### src/rtl/msb_cal_engine.sv
module msb_cal_engine #(
  parameter int NCAL       = 4,
  parameter int CODE_W     = 6,
  parameter int ERR_W      = 8,
  parameter int TRIAL_LOG2 = 11
) (
  input  logic                   clk,
  input  logic                   rst_n,
  input  logic                   cal_req,
  input  logic                   pwr_ok,
  input  logic                   err_vld,
  input  logic [ERR_W-1:0]       err_smp,
  input  logic [NCAL-1:0]        trial_msb,
  output logic [NCAL-1:0]        cal_sel,
  output logic [NCAL*CODE_W-1:0] corr,
  output logic                   busy,
  output logic                   done
);
  localparam int IW    = (NCAL > 1) ? $clog2(NCAL) : 1;
  localparam int ACC_W = ERR_W + TRIAL_LOG2 + 1;
  localparam logic signed [ACC_W-1:0] CMAX = ACC_W'((1 << (CODE_W-1)) - 1);
  localparam logic signed [ACC_W-1:0] CMIN = -CMAX - 1;

  logic                          pwr_q, cal_ok;
  logic [IW-1:0]                 idx;
  logic [TRIAL_LOG2-1:0]         cnt;
  logic signed [ACC_W-1:0]       acc, acc_nx, avg;
  logic [CODE_W-1:0]             sat;
  logic [NCAL-1:0][CODE_W-1:0]   codes;

  wire start = cal_req | (pwr_ok & ~pwr_q);
  wire take  = busy & err_vld & ~start;
  wire last  = &cnt;

  assign acc_nx  = acc + ACC_W'($signed(err_smp));
  assign avg     = acc_nx >>> TRIAL_LOG2;
  assign cal_sel = busy ? (NCAL'(1) << idx) : '0;

  always_comb begin
    if (avg > CMAX)      sat = CMAX[CODE_W-1:0];
    else if (avg < CMIN) sat = CMIN[CODE_W-1:0];
    else                 sat = avg[CODE_W-1:0];
  end

  always_ff @(posedge clk or negedge rst_n) begin
    if (!rst_n) begin
      pwr_q  <= 1'b0;
      cal_ok <= 1'b0;
      busy   <= 1'b0;
      done   <= 1'b0;
      idx    <= '0;
      cnt    <= '0;
      acc    <= '0;
      codes  <= '0;
    end else begin
      pwr_q <= pwr_ok;
      done  <= 1'b0;
      if (start) begin
        busy <= 1'b1;
        idx  <= '0;
        cnt  <= '0;
        acc  <= '0;
      end else if (take) begin
        if (last) begin
          codes[idx] <= sat;
          acc        <= '0;
          cnt        <= '0;
          if (idx == IW'(NCAL-1)) begin
            busy   <= 1'b0;
            done   <= 1'b1;
            cal_ok <= 1'b1;
          end else begin
            idx <= idx + 1'b1;
          end
        end else begin
          acc <= acc_nx;
          cnt <= cnt + 1'b1;
        end
      end
    end
  end

  for (genvar k = 0; k < NCAL; k++) begin : g_trim
    wire hit = trial_msb[NCAL-1-k] & cal_ok & ~busy;
    assign corr[k*CODE_W +: CODE_W] = hit ? codes[k] : '0;
  end


  start_arms_chk: assert property (@(posedge clk) disable iff (!rst_n)
    start |=> (busy && cal_sel == NCAL'(1)));

  sel_onehot_chk: assert property (@(posedge clk) disable iff (!rst_n)
    busy |-> $onehot(cal_sel));

  done_pulse_chk: assert property (@(posedge clk) disable iff (!rst_n)
    done |=> !done);

  done_idle_chk: assert property (@(posedge clk) disable iff (!rst_n)
    done |-> !busy);

  corr_quiet_chk: assert property (@(posedge clk) disable iff (!rst_n)
    busy |-> (corr == '0));

  codes_hold_chk: assert property (@(posedge clk) disable iff (!rst_n)
    (!busy && !start) |=> $stable(codes));
endmodule

### config.mk
export PLATFORM = sky130hd
export DESIGN_NAME = msb_cal_engine
export DESIGN_NICKNAME = d
export VERILOG_FILES = /design/src/rtl/msb_cal_engine.sv
export SDC_FILE = /design/constraint.sdc
export NUM_CORES = 1
export LEC_CHECK = 0
export BUFFER_PORTS_ARGS = -buffer_cell sky130_fd_sc_hd__buf_2
export CAP_MARGIN = 15
export CORE_MARGIN = 10
export CORE_UTILIZATION = 45
export DETAILED_ROUTE_END_ITERATION = 8
export GPL_TIMING_DRIVEN = 0
export SYNTH_ARGS = -nofsm -noshare
export SYNTH_HDL_FRONTEND = slang
export SYNTH_SLANG_ARGS = --single-unit
### constraint.sdc
create_clock -name clk -period 7.9 [get_ports clk]
set_input_delay 0.395 -clock clk [delete_from_list [all_inputs] [get_ports clk]]
set_output_delay 0.395 -clock clk [all_outputs]
set_load 0.005 [all_outputs]
==> results.txt <==
* Net switching component of the power: 270.4 uW
- Unique cell type count in the Yosys netlist: 52
- The critical path is of the register to register type.
* Utilization after layout: 53.67%
* Fraction of power consumed by the clock network: 35.0%
* Int Power: 548.6 uW
- Number of warnings issued by yosys: 0
- Pre-Repair DR Iteration Count: 4
- Number of enable flip-flop cells after synthesis: 0
- In this design, the critical path's most frequently occurring cell is sky130_fd_sc_hd__o311ai_2.
- Slowest stage cell, crit path: sky130_fd_sc_hd__o311ai_2
- Power share of the sequential group: 40.3%
- In the final routed layout, each cell accounts on average for between 15 and 20 microns.
- Max-cap violations in this run came to 0.
* Initial detailed-routing violation count: 363
- The synthesized design contains between 60 and 70 register bits.
* Most frequent cells in the layout: sky130_fd_sc_hd__dfrtp_1, sky130_fd_sc_hd__buf_2, sky130_fd_sc_hd__nor2_1
- Overall power consumption after layout is estimated at 819.0 uW.
* Crit-path max FO: 10
* Clock Root Buffer: sky130_fd_sc_hd__clkbuf_8
* Number of resized instances in the post-cts repair step: 0
* Critical path data arrival time: around 3.6 ns
- The floorplan step defined a core boundary enclosing about 8300 sq um.
* Number of pins with negative max-slew slack in the final report: 0
* Share of synthesized registers carrying an async set or reset: 100.0%
- Endpoint kind of the worst setup timing path: register
* Gr usage total: ~16%
- The first global-routing pass estimated 17040 microns of wire.
- Minimum period implied by the final worst setup slack: around 3.3 ns
- Of the cells placed in the final design, the portion with a size suffix greater than 1 is 16.42%.
- During placement, the flow inserted port buffers numbering between 40 and 50.
- Post-layout worst setup margin: about 4.6 ns
- After clock tree synthesis, the clock-pin slew on the worst setup and hold paths is 0.07 ns.
- H-Tree Level Count: 3
- The cell area that synthesis handed to floorplanning was 3890 sq um.
* Final-report setup violation count: 0
- In the synthesized netlist the dominant register cell turns out to be sky130_fd_sc_hd__dfrtp_1.
* Data required time at the worst endpoint: 8.11 ns
- Clock tree from TritonCTS: yes
- The count of nets left with antenna violations once routing finished came out at 0.
* Critical R2R Launch: acc[0]
- Nets in the synthesized netlist: 461
- Slew of the pin with the lowest slew margin: 0.7902 ns
- The die is 113.0 microns tall.
* Ant. Diodes: 0
* Remaining design rule violation count: 0
- Compared with the post-synthesis result, the final layout area differs by 14.51%.
- The worst setup path is launched from a register.
- Total Negative Setup Slacks: 0 ns
* Number of sinks on the clock net: 61
- In this run the count of I/O pins placed on the die edge is 47.
- Entering global routing, the biggest net connects between 60 and 70 pins.
- Global routing finished with a remaining overflow of 0.
- Number of buffers inserted by post-CTS setup repair: 0
- The clock passes through at most 2 buffers.
- After technology mapping, the gate count stands at between 400 and 500.
* Nets: around 520
- Buffers inserted during clock tree synthesis total 9.
* Via count of the routed design: 3435
* Vias per std cell: 5.862
* Standard-cell row count: 33
* Cells along the critical path: ha_1 > fa_1 > a21o_1 > a221oi_4 > a21oi_2 > o311ai_2 > nand2_1 > o311ai_2 > buf_2 > a31oi_1
* Power density over the cells: 183.9 nW/um^2
* Most common library cell in the layout ignoring fill and taps: sky130_fd_sc_hd__dfrtp_1
* Launching element of the worst setup path: acc[0]
* Kind of cell adding the most delay to the critical path: compound AO/OA/AOI/OAI gates
* Worst hold slack across all endpoints: 0.1244 ns
- The die covers roughly 13000 sq um.
- Total routed wirelength: ~10000 microns
- Combined buffer and inverter count along the critical path: 1
- The count of final hold-check violations was 0.
- Number of antenna violations at the first check in global routing: 0
- Type of the tightest min-delay check: input port to async pin
- Static timing analysis puts the maximum clock frequency at between 0.2 and 0.3 GHz.
- Combinational cells account for 24.7% of the total power.
- Hpwl dp: roughly 7500 microns
- Last weighted congestion value of the routability-driven placer: 0.8701
* Worst setup skew after layout: 0.01240 ns
- Clock latency on the worst-skew pair, taken at its later pin, is 0.34 ns.
- Of the synthesized area, sequential elements account for 39.24%.
* Initial standard-cell utilization of the core: 46.87%
* Worst max-slew margin expressed relative to the limit: a little under half
- Leak: between 2 and 2.5 nW
* Final Cycle Share: 42.40%
* Sw frac: 33.02%
- Setup repair after global routing missed its margin: no
- Worst setup timing slack at the placement stage: between 4 and 5 ns
* Hold-fix buffer count after cts: 0
* Highest cell delay on the worst timing path: 0.52 ns
- Vias in the first global route: 3467
* Status: completed
* Syn avg cell area: ~9.3 sq um
* Largest vdd supply drop: 0.08347 mV
- Measured along the x axis, the die boundary spans between 100 and 150 microns.
[sequential cells by signal, indices dropped and copies added (netlist names)]
name and flops:
acc 20, cal_ok 1, cnt 11, busy 1, idx 2, codes 24
done 1, pwr_q 1
[cells in the mapped netlist (3+ instances only)]
library cell | number | share of area, %
sky130_fd_sc_hd__nand3_1 | 11 | 1.4
sky130_fd_sc_hd__xor2_1 | 10 | 2.3
sky130_fd_sc_hd__o211ai_1 | 3 | 0.58
sky130_fd_sc_hd__a31oi_1 | 30 | 4.8
sky130_fd_sc_hd__nand2b_1 | 4 | 0.64
sky130_fd_sc_hd__a41oi_1 | 4 | 0.90
sky130_fd_sc_hd__o21ai_0 | 14 | 1.8
sky130_fd_sc_hd__and4_1 | 3 | 0.68
sky130_fd_sc_hd__a22o_1 | 16 | 3.6
sky130_fd_sc_hd__o41ai_1 | 4 | 0.90
sky130_fd_sc_hd__a21oi_1 | 24 | 3.1
sky130_fd_sc_hd__inv_1 | 7 | 0.68
sky130_fd_sc_hd__xnor2_1 | 14 | 3.2
sky130_fd_sc_hd__buf_2 | 5 | 0.64
sky130_fd_sc_hd__dfrtp_1 | 61 | 39
sky130_fd_sc_hd__ha_1 | 24 | 7.7
sky130_fd_sc_hd__nor3_1 | 8 | 1.0
sky130_fd_sc_hd__and2_1 | 9 | 1.4
sky130_fd_sc_hd__nand2_1 | 35 | 3.4
sky130_fd_sc_hd__a21o_1 | 10 | 1.9
sky130_fd_sc_hd__nor2_1 | 36 | 3.5
sky130_fd_sc_hd__nand4_1 | 10 | 1.6
sky130_fd_sc_hd__clkbuf_1 | 14 | 1.4
sky130_fd_sc_hd__and3_1 | 28 | 4.5
[cell type report]
cell class              count  area, sq um
fillers                   803         3845
clock inverters             5        58.81
well taps                 105        131.4
clock buffers              11        141.4
inverters                   7        26.28
multi-input cells         331         2248
plain buffers              20        88.84
repair buffers             46        232.7
flip-flops and latches     61         1526
[worst paths after layout]
kind | end | slack [ns] | cells after the start
max in group asynchronous | acc[18] | 7.24 | 1
worst max-delay path | codes[0] | 4.55 | 10
min in group clk | pwr_q | 0.17 | 1
worst min register to register | cal_ok | 0.47 | 1
worst max register to register | codes[0] | 4.55 | 10
worst min-delay path | codes[8] | 0.12 | 1
[cell families (layout without fill, tap and decap cells)]
kind of cell	after synthesis	in the layout	share of synthesized area, %
AO/OA/AOI/OAI	128	128	23.99
XOR/XNOR	24	24	5.404
adder cells (fa/ha/maj)	25	25	8.234
buffers and inverters	27	89	2.959
flip-flops	61	61	39.24
multiplexers	1	1	0.2895
AND/OR/NAND/NOR	153	153	19.88
[layer usage]
| metal | up-vias | track usage (%) | wire length (microns) |
|---|---|---|---|
| met1 | 1636 | 20.17 | 4578 |
| met5 | - | 0 | 0 |
| li1 | 1693 | - | - |
| met4 | 0 | 5.161 | 136 |
| met2 | 91 | 24.92 | 4641 |
| met3 | 15 | 4.860 | 677 |
[power by group through the flow]
stage          Clock [mW]  Sequential (mW)  Combinational [mW]
6_report            0.286            0.330               0.202
5_1_grt             0.306            0.332               0.226
4_1_cts             0.294            0.330               0.203
3_5_place_dp            0            0.336               0.201
3_3_place_gp            0            0.336               0.198
2_1_floorplan           0            0.334               0.147
[through the flow]
step | std cells | cell area [sq um]
finish | 586 | 4454
CTS | 586 | 4454
global route | 586 | 4454
global placement | 570 | 4252
floorplan | 419 | 3890
detailed placement | 570 | 4254
Power figures use the tool's default switching activity.
